--- config.mk ---
export PLATFORM = sky130hd
export DESIGN_NAME = embedded_timer_unit
export DESIGN_NICKNAME = d
export VERILOG_FILES = /design/src/rtl/embedded_timer_pkg.sv /design/src/rtl/etu_period_tap.sv /design/src/rtl/etu_pit.sv /design/src/rtl/etu_watchdog.sv /design/src/rtl/embedded_timer_unit.sv
export SDC_FILE = /design/constraint.sdc
export NUM_CORES = 1
export LEC_CHECK = 0
export CELL_PAD_IN_SITES_DETAIL_PLACEMENT = 0
export CELL_PAD_IN_SITES_GLOBAL_PLACEMENT = 2
export CORE_AREA = 5 5 160 131
export DETAILED_ROUTE_END_ITERATION = 8
export DIE_AREA = 0 0 165 136
export DONT_BUFFER_PORTS = 1
export GPL_TIMING_DRIVEN = 0
export HOLD_SLACK_MARGIN = 0.02
export PLACE_DENSITY = 0.82
export SYNTH_ARGS = -nofsm -noshare
export SYNTH_HDL_FRONTEND = slang
export SYNTH_SLANG_ARGS = --single-unit
export TNS_END_PERCENT = 1
--- constraint.sdc ---
create_clock -name clk -period 5.6 [get_ports clk]
set_input_delay 1.12 -clock clk [delete_from_list [all_inputs] [get_ports clk]]
set_output_delay 1.12 -clock clk [all_outputs]
set_load 0.05 [all_outputs]
--- src/rtl/embedded_timer_pkg.sv ---
// Package: shared types and field positions for the embedded timer unit.
// Assumes 32-bit control and status registers; field positions are fixed
// because software and the watchdog sequencing decode them.
package embedded_timer_pkg;

    typedef enum logic [1:0] {
        RST_NONE   = 2'd0,
        RST_CORE   = 2'd1,
        RST_CHIP   = 2'd2,
        RST_SYSTEM = 2'd3
    } rst_kind_e;

    // Control register fields
    localparam int CTL_WDT_PER_LO  = 30;  // [31:30] watchdog period select
    localparam int CTL_WDT_KIND_LO = 28;  // [29:28] watchdog reset kind
    localparam int CTL_WDT_IE      = 27;
    localparam int CTL_PIT_IE      = 26;
    localparam int CTL_FIT_PER_LO  = 24;  // [25:24] fixed interval select
    localparam int CTL_FIT_IE      = 23;
    localparam int CTL_PIT_AUTO    = 22;

    // Status register fields
    localparam int STS_WDT_ARM     = 31;
    localparam int STS_WDT_INT     = 30;
    localparam int STS_WDT_KIND_LO = 28;  // [29:28] last watchdog reset kind
    localparam int STS_PIT         = 27;
    localparam int STS_FIT         = 26;

endpackage

--- src/rtl/etu_period_tap.sv ---
// Module: etu_period_tap
// Flags the tick on which bit K of the tick counter toggles, where
// K = BASE + STEP*sel. That bit toggles once every 2^K ticks, exactly when
// the low K bits of the counter are all ones as the tick arrives.
// Assumes BASE >= 1 and that the counter slice covers BASE + 3*STEP bits.
module etu_period_tap #(
    parameter int BASE = 9,
    parameter int STEP = 4,
    localparam int TAP_W = BASE + 3 * STEP
) (
    input  logic [TAP_W-1:0] cnt,
    input  logic             tick,
    input  logic [1:0]       sel,
    output logic             fire
);

    logic [3:0] hit;

    // One all-ones detector per selectable period
    for (genvar i = 0; i < 4; i++) begin : g_tap
        localparam int K = BASE + STEP * i;
        assign hit[i] = &cnt[K-1:0];
    end

    // The selected detector qualifies the tick
    assign fire = tick & hit[sel];

endmodule

--- src/rtl/etu_pit.sv ---
// Module: etu_pit
// Programmable down-counter. It loads on a reload write, counts on ticks
// while enabled, and flags expiry on the tick where the count is 1. After
// expiry it reloads when auto is set and otherwise stops at 0.
// Assumes int_en and auto_en come straight from the control register.
module etu_pit #(
    parameter int W = 32
) (
    input  logic         clk,
    input  logic         rst_n,
    input  logic         tick,
    input  logic         load_en,
    input  logic [W-1:0] load_val,
    input  logic         int_en,
    input  logic         auto_en,
    output logic [W-1:0] count,
    output logic         expire
);

    logic [W-1:0] reload_q;
    logic [W-1:0] count_q;
    logic         run_q;

    // Expiry: a running, enabled counter reaching its last tick
    assign expire = tick && run_q && int_en && !load_en && (count_q == W'(1));

    // Reload, count-down and stop rules
    always_ff @(posedge clk) begin
        if (!rst_n) begin
            reload_q <= '0;
            count_q  <= '0;
            run_q    <= 1'b0;
        end else if (load_en) begin
            reload_q <= load_val;
            count_q  <= load_val;
            run_q    <= (load_val > W'(1)) && int_en;
        end else if (!int_en) begin
            run_q    <= 1'b0;
        end else if (tick && run_q) begin
            if (count_q == W'(1)) begin
                if (auto_en) begin
                    count_q <= reload_q;
                end else begin
                    count_q <= '0;
                    run_q   <= 1'b0;
                end
            end else begin
                count_q <= count_q - W'(1);
            end
        end
    end

    assign count = count_q;

endmodule

--- src/rtl/etu_watchdog.sv ---
// Module: etu_watchdog
// Three-stage watchdog sequencer. At the end of each period it arms, then
// flags an interrupt, then requests a reset. The reset request is issued
// once and is not repeated until software clears either status stage bit.
// Assumes armed and flagged are the live status bits.
module etu_watchdog (
    input  logic clk,
    input  logic rst_n,
    input  logic fire,
    input  logic armed,
    input  logic flagged,
    output logic set_arm,
    output logic set_flag,
    output logic take_reset
);

    logic done_q;

    // Stage decode against the current status
    assign set_arm    = fire && !armed;
    assign set_flag   = fire && armed && !flagged;
    assign take_reset = fire && armed && flagged && !done_q;

    // Remember that the reset stage fired until the watchdog is serviced
    always_ff @(posedge clk) begin
        if (!rst_n) begin
            done_q <= 1'b0;
        end else if (take_reset) begin
            done_q <= 1'b1;
        end else if (!(armed && flagged)) begin
            done_q <= 1'b0;
        end
    end

endmodule

--- src/rtl/embedded_timer_unit.sv ---
// Module: embedded_timer_unit (top)
// Holds the tick counter, the control and status registers and the reset
// strobe stage. It ties together the PIT, two period taps (fixed interval
// and watchdog) and the watchdog sequencer. Status bits are write-one-to-clear,
// and a set from an event in the same cycle wins. Assumes FIT_BASE <= WDT_BASE.
module embedded_timer_unit
    import embedded_timer_pkg::*;
#(
    parameter int FIT_BASE = 9,
    parameter int WDT_BASE = 17,
    parameter int PER_STEP = 4,
    parameter int PIT_W    = 32
) (
    input  logic             clk,
    input  logic             rst_n,
    input  logic             tb_tick,
    input  logic             tcr_we,
    input  logic [31:0]      tcr_wdata,
    input  logic             tsr_w1c_we,
    input  logic [31:0]      tsr_w1c_mask,
    input  logic             pit_we,
    input  logic [PIT_W-1:0] pit_wdata,
    input  logic             dbg_rst_we,
    input  logic [1:0]       dbg_rst_code,
    output logic [31:0]      tcr_q,
    output logic [31:0]      tsr_q,
    output logic [PIT_W-1:0] pit_count,
    output logic             pit_irq,
    output logic             fit_irq,
    output logic             wdt_irq,
    output logic             core_rst,
    output logic             chip_rst,
    output logic             sys_rst
);

    localparam int FIT_CW = FIT_BASE + 3 * PER_STEP;
    localparam int WDT_CW = WDT_BASE + 3 * PER_STEP;
    localparam int CNT_W  = (WDT_CW > FIT_CW) ? WDT_CW : FIT_CW;

    logic [CNT_W-1:0] tb_cnt_q;
    logic [31:0]      tcr_r;
    logic [31:0]      tsr_r;
    logic [31:0]      tsr_n;
    logic             fit_fire;
    logic             wdt_fire;
    logic             pit_expire;
    logic             wd_set_arm;
    logic             wd_set_flag;
    logic             wd_take_reset;
    rst_kind_e        rst_kind;
    logic             core_q;
    logic             chip_q;
    logic             sys_q;

    // Free-running tick counter shared by both period taps
    always_ff @(posedge clk) begin
        if (!rst_n)       tb_cnt_q <= '0;
        else if (tb_tick) tb_cnt_q <= tb_cnt_q + CNT_W'(1);
    end

    // Control register, written whole
    always_ff @(posedge clk) begin
        if (!rst_n)      tcr_r <= '0;
        else if (tcr_we) tcr_r <= tcr_wdata;
    end

    etu_period_tap #(.BASE(FIT_BASE), .STEP(PER_STEP)) u_fit_tap (
        .cnt  (tb_cnt_q[FIT_CW-1:0]),
        .tick (tb_tick),
        .sel  (tcr_r[CTL_FIT_PER_LO +: 2]),
        .fire (fit_fire)
    );

    etu_period_tap #(.BASE(WDT_BASE), .STEP(PER_STEP)) u_wdt_tap (
        .cnt  (tb_cnt_q[WDT_CW-1:0]),
        .tick (tb_tick),
        .sel  (tcr_r[CTL_WDT_PER_LO +: 2]),
        .fire (wdt_fire)
    );

    etu_pit #(.W(PIT_W)) u_pit (
        .clk      (clk),
        .rst_n    (rst_n),
        .tick     (tb_tick),
        .load_en  (pit_we),
        .load_val (pit_wdata),
        .int_en   (tcr_r[CTL_PIT_IE]),
        .auto_en  (tcr_r[CTL_PIT_AUTO]),
        .count    (pit_count),
        .expire   (pit_expire)
    );

    etu_watchdog u_wdt (
        .clk        (clk),
        .rst_n      (rst_n),
        .fire       (wdt_fire),
        .armed      (tsr_r[STS_WDT_ARM]),
        .flagged    (tsr_r[STS_WDT_INT]),
        .set_arm    (wd_set_arm),
        .set_flag   (wd_set_flag),
        .take_reset (wd_take_reset)
    );

    // Status next value: clear by mask first, then apply event sets
    always_comb begin
        tsr_n = tsr_r & ~(tsr_w1c_we ? tsr_w1c_mask : 32'h0);
        if (wd_set_arm)    tsr_n[STS_WDT_ARM] = 1'b1;
        if (wd_set_flag)   tsr_n[STS_WDT_INT] = 1'b1;
        if (wd_take_reset) tsr_n[STS_WDT_KIND_LO +: 2] = tcr_r[CTL_WDT_KIND_LO +: 2];
        if (pit_expire)    tsr_n[STS_PIT] = 1'b1;
        if (fit_fire)      tsr_n[STS_FIT] = 1'b1;
    end

    // Status register
    always_ff @(posedge clk) begin
        if (!rst_n) tsr_r <= '0;
        else        tsr_r <= tsr_n;
    end

    // Reset kind this cycle: debug request first, then watchdog
    always_comb begin
        if (dbg_rst_we && (dbg_rst_code != RST_NONE))
            rst_kind = rst_kind_e'(dbg_rst_code);
        else if (wd_take_reset)
            rst_kind = rst_kind_e'(tcr_r[CTL_WDT_KIND_LO +: 2]);
        else
            rst_kind = RST_NONE;
    end

    // Registered single-cycle reset strobes
    always_ff @(posedge clk) begin
        if (!rst_n) begin
            core_q <= 1'b0;
            chip_q <= 1'b0;
            sys_q  <= 1'b0;
        end else begin
            core_q <= (rst_kind == RST_CORE);
            chip_q <= (rst_kind == RST_CHIP);
            sys_q  <= (rst_kind == RST_SYSTEM);
        end
    end

    assign tcr_q    = tcr_r;
    assign tsr_q    = tsr_r;
    assign pit_irq  = tsr_r[STS_PIT]     & tcr_r[CTL_PIT_IE];
    assign fit_irq  = tsr_r[STS_FIT]     & tcr_r[CTL_FIT_IE];
    assign wdt_irq  = tsr_r[STS_WDT_INT] & tcr_r[CTL_WDT_IE];
    assign core_rst = core_q;
    assign chip_rst = chip_q;
    assign sys_rst  = sys_q;

endmodule

==> impl_metrics.toml, run 1 <==
[layout]
diodes = 0
utilization = 0.432
final_cells = 1158
n_fill_cell = 2007
layout_common_cells = "dfxtp_1 (162), nor2_1 (130), nand2_1 (89)"
layout_commonest_cell = "dfxtp_1"
drive_gt1_frac = 0.0638
final_net_count = 991
area_growth_pct = 13.3

[timing]
period_minus_slack_ps = 3590
fin_hold_ws_ps = 470
rsz0062_at_grt = "no"
fin_ws_ps = 2010
drv_slew = 0
skew_ps = 12.6
slew-limit-headroom = 0.0820
max_clock_freq_ghz = 0.278
fin_setup_tns_ps = 0
hold_violations = 0
setup_violations = 0
timing_worst_slew_pin_value_ps = 1370
period_share = 0.642

[power]
ir_drop_v = 0.000214
p_leak_nw = 3.13
p_per_area_mw_per_mm2 = 345

[worst_hold_path]
whs_path_depth = 2
hp-start = "u_pit.reload_q[9]"
hp-class = "reg -> reg"
min_to = "u_pit.reload_q[9]"

[global_routing]
gr-total-overflow = 0
met3_usage = 0.0879
grt_max_degree = 22
grt_busiest_layer = "met2"
grtUsageTotal = 0.237
grtUsageMet2 = 0.345
use_met1 = 0.332
antenna_found_initial = 0
grt_pass1_wl_um = 40300
grt_pass1_vias = 6474

[yosys]
synthArstFlopShare = 0
synth.avg_cell_area_um2 = 8.55
synth_fp_nets = 972
ys_warn_count = 0
ys_seq_elements = 162
synth_edf_count = 0
ys_seq_area_frac = 0.440
syn_inst = 862
syn-cell-area_mm2 = 0.00737
synth_ff_type = "dfxtp_1"
synth_cell_types = 64

[clocking]
ctsHoldBuffers = 0
cts_tree = "done"
clock_sinks = 162
root_buffer = "clkbuf_16"
clk_pin_slew_ps = 80
worstSkewPairLatency_ps = 440
cts_max_level = 4
cts.path.max_buffers = 2
postCtsSetupRepairBufs = 0
cts_buffers = 17
post_cts_resized = 0

[worst_setup_path]
worstSetupStartpointType = "flip-flop"
reg2regPathDepth = 5
critical_path.max_fanout = 6
endpoint_kind = "flip-flop"
crit_type = "reg -> reg"
ff2ff_setup_slack_ps = 2010
reg2reg_to = "u_pit.count[30]"
cp_data_required_time_ps = 5960
reg2reg_from = "u_pit.count[24]"
cp_data_arrival_time_ps = 3960

[die]
die_area_mm2 = 0.0224
die_x_um = 165
num_io_pins = 207
core-area_mm2 = 0.0193
rows = 46
die_height_um = 136
start_util = 0.381

[placement]
dp_slack_ps = 1770
place.gp.congestion = 0.914
dp_hpwl_um = 19700
port_buffers = 0
dp.cells = 1126

[detailed_routing]
dr_total_vias = 6606
drc_errors = 0
drtIter0Drc = 556
vias_per_cell = 5.70
drtAntennaViolNets = 0
wire_per_inst_um = 22.8
drt_pre_antenna_iters = 8
totalWireLength_um = 26400

[run_status]
status = "finished, final reports clean"

[run]
drv_cap = 0
flip-flops by register name, indices dropped and copies added, names as in the netlist:
| register | count |
|---|---|
| u_pit.reload_q | 32 |
| tb_cnt_q | 29 |
| u_pit.run_q | 1 |
| sys_rst | 1 |
| chip_rst | 1 |
| u_pit.count | 32 |
| u_wdt.done_q | 1 |
| tsr_q | 32 |
| tcr_q | 32 |
| core_rst | 1 |
logic make-up after synthesis:
group	synth area share
AOI/OAI and AO/OA	0.143
xor gates and xnor gates	0.0392
adders and majority gates	0.00849
buffers and inverters	0.0385
DFF	0.440
muxes	0.0855
and+or+nand+nor	0.246
metrics by stage:
step           power [mW]  cell area (um2)
2_1_floorplan        1.58             7370
3_3_place_gp         1.67             7700
3_5_place_dp         1.67             7700
4_1_cts              2.90             8350
5_1_grt              2.99             8350
6_report             2.88             8350
cell usage after synthesis, types with 6 or more instances:
| cell type | n | area share |
|---|---|---|
| xnor2_1 | 12 | 0.014 |
| a31oi_1 | 12 | 0.010 |
| clkbuf_1 | 39 | 0.020 |
| inv_1 | 8 | 0.0041 |
| nand3_1 | 36 | 0.024 |
| and3_1 | 6 | 0.0051 |
| o22ai_1 | 11 | 0.0093 |
| nand4_1 | 20 | 0.017 |
| nand2_1 | 89 | 0.045 |
| a311oi_1 | 8 | 0.0095 |
| o21ai_0 | 25 | 0.017 |
| nor2_1 | 130 | 0.066 |
| and2_1 | 10 | 0.0085 |
| mux2i_1 | 63 | 0.086 |
| dfxtp_1 | 162 | 0.44 |
| a22oi_1 | 9 | 0.0092 |
| a21oi_1 | 59 | 0.040 |
| nor4_1 | 20 | 0.017 |
| xor2_1 | 21 | 0.025 |
| a221oi_1 | 8 | 0.0095 |
| nor3_1 | 17 | 0.012 |
per-layer routing:
layer  vias up  part of all wire
met3        31              0.11
met2       320              0.42
met1      3102              0.45
met5         -                 0
met4         0             0.014
li1       3153                 -
area by class of cell:
cell class	count	area, um2	share of cell area
Sequential cell	162	3240	0.388
Clock inverter	15	221	0.0265
Tap cell	264	330	0.0396
Buffer	54	246	0.0295
Clock buffer	17	425	0.0510
Inverter	10	37.5	0.00450
Multi-Input combinational cell	636	3840	0.461
report_power, final:
group	internal (mW)	switching, mW	leakage [nW]
logic	0.0992	0.187	1.50
registers	1.20	0.165	1.33
clock network	0.622	0.611	0.307
critical path, stage by stage, from the launching register on:
cell	delay, ps
dfxtp_1	540
nor4_1	1120
nand4_1	230
nor3_1	1130
a22oi_1	240
o211ai_1	240
worst max-delay path by stage:
stage	from	end	slack, ps	cells after the start
after detailed placement	tb_tick	u_pit.count[22]	1770	8
after floorplan	tb_tick	u_pit.count[22]	2920	8
after CTS	tb_tick	u_pit.count[22]	2240	8
after global placement	tb_tick	u_pit.count[22]	1760	8
final	u_pit.count[24]	u_pit.count[30]	2010	5
after global routing	u_pit.count[25]	u_pit.count[0]	1980	6
Note: power is estimated with default switching activity, not from simulation.
==> run 2, diff against run 1 <==
- CORE_AREA: 5 5 160 131 -> 5 5 174 142
- DIE_AREA: 0 0 165 136 -> 0 0 179 147
- PLACE_DENSITY: 0.82 -> 0.73
- clock period: 5.6 -> 3.25 ns (I/O delays scaled with it)
==> run 2 against run 1 <==
Net effect: die area is 17% higher; largest power group unchanged; cell count is 4.6% higher; highest routed layer unchanged; critical path depth is 3 higher; flip-flop and latch count stayed put.
==> impl_metrics.toml, run 2 (same netlist as run 1, synthesis figures left out) <==
[clocking]
root_buffer = "clkbuf_16"
worstSkewPairLatency_ps = 450
cts_max_level = 4
cts.path.max_buffers = 2
clock_sinks = 162
clk_pin_slew_ps = 90
cts_buffers = 17
cts_tree = "done"

[worst_setup_path]
crit_type = "reg -> reg"
cp_data_required_time_ps = 3570
critical_path.max_fanout = 8
cpMostUsedCell = "a21oi_1"
crit_slowest_cell = "nor3b_2"
path_buf_inv = 1
critPathTopFamily = "simple AND/OR/NAND/NOR gates"
worstSetupStartpointType = "flip-flop"
endpoint_kind = "flip-flop"
cp_data_arrival_time_ps = 3430
path_cells = "inv_1, ha_1, nor3b_2, nand4_1, nor3_1, a21oi_1, a311oi_1, a21oi_1"
cpPeakStageDelay_ps = 630

[worst_hold_path]
hp-class = "in -> reg"

[power]
p_leak_nw = 3.17
p_per_area_mw_per_mm2 = 596
ir_drop_v = 0.000361

[layout]
multiInputGateArea_mm2 = 0.00387
utilization = 0.370
diodes = 0
final_net_count = 996
layout_common_cells = "dfxtp_1 (162), nor2_1 (129), nand2_1 (89)"
drive_gt1_frac = 0.0723
n_fill_cell = 2395
post-route-cell-area_mm2 = 0.00849
area_growth_pct = 15.1
register_area_mm2 = 0.00324
layout_commonest_cell = "dfxtp_1"

[timing]
timing_worst_slew_pin_value_ps = 932
drv_slew = 0
fin_hold_ws_ps = 278
slew-limit-headroom = 0.375
fin_ws_ps = 138
period_minus_slack_ps = 3110
hold_violations = 0
rsz0062_at_grt = "no"
max_clock_freq_ghz = 0.321
setup_violations = 0
skew_ps = 19.7
fin_setup_tns_ps = 0
period_share = 0.958

[detailed_routing]
wire_per_inst_um = 22.9
drc_errors = 0
drtIter0Drc = 428
drt_pre_antenna_iters = 5
dr_total_vias = 6604
vias_per_cell = 5.45
drtAntennaViolNets = 0
totalWireLength_um = 27700

[die]
die_x_um = 179
rows = 50
start_util = 0.321
die_area_mm2 = 0.0263
die_height_um = 147
num_io_pins = 207
core-area_mm2 = 0.0230

[run]
drv_cap = 0

[global_routing]
antenna_found_initial = 0
gr-total-overflow = 0
grtUsageTotal = 0.209
grt_pass1_vias = 6529
grt_max_degree = 23
grt_pass1_wl_um = 41600

[run_status]
status = "finished, final reports clean"

[placement]
postPlaceCellArea_mm2 = 0.00776
place.gp.congestion = 0.890
dp_slack_ps = -185
port_buffers = 0
dp_hpwl_um = 20700
[run 2: metal layers]
metal	part of all wire	GRT usage	up-vias
met3	0.11	0.0875	24
met1	0.45	0.287	3154
met4	0.013	0.0449	0
met2	0.43	0.306	278
met5	0	0	-
li1	-	-	3148
[run 2: final cells by class]
class | count | area share
buffer | 54 | 0.0290
clock buffer | 17 | 0.0501
clock inverter | 15 | 0.0273
inverter | 10 | 0.00442
multi-input combinational | 636 | 0.457
sequential | 162 | 0.382
tap | 312 | 0.0460
timing repair buffer | 5 | 0.00442
[run 2: power breakdown]
group	internal (mW)	switching (mW)	total, mW
clock	1.09	1.10	2.19
combinational	0.186	0.334	0.520
sequential	2.06	0.285	2.35
[run 2: final timing paths]
kind	startpoint	end	slack, ps	cells after the start
setup reg to reg	u_pit.count[0]	u_pit.count[28]	140	8
setup / recovery	u_pit.count[0]	u_pit.count[28]	140	8
hold reg to reg	u_pit.reload_q[8]	u_pit.reload_q[8]	470	2
hold / removal	tsr_w1c_mask[5]	tsr_q[5]	280	1
[run 2: stage by stage]
stage	instances	power (mW)
2_1_floorplan	862	2.72
3_3_place_gp	1174	2.89
3_5_place_dp	1174	2.89
4_1_cts	1206	5.09
5_1_grt	1211	5.27
6_report	1211	5.06
[run 2: what timing repair did]
item / CTS / global route
buffers inserted: 0 / 5
setup endpoints to repair: 9 / 3
gates resized for setup: 5 / 0
hold buffers: 0 / 0
cloned: 0 / 0
pin swaps: 0 / 2
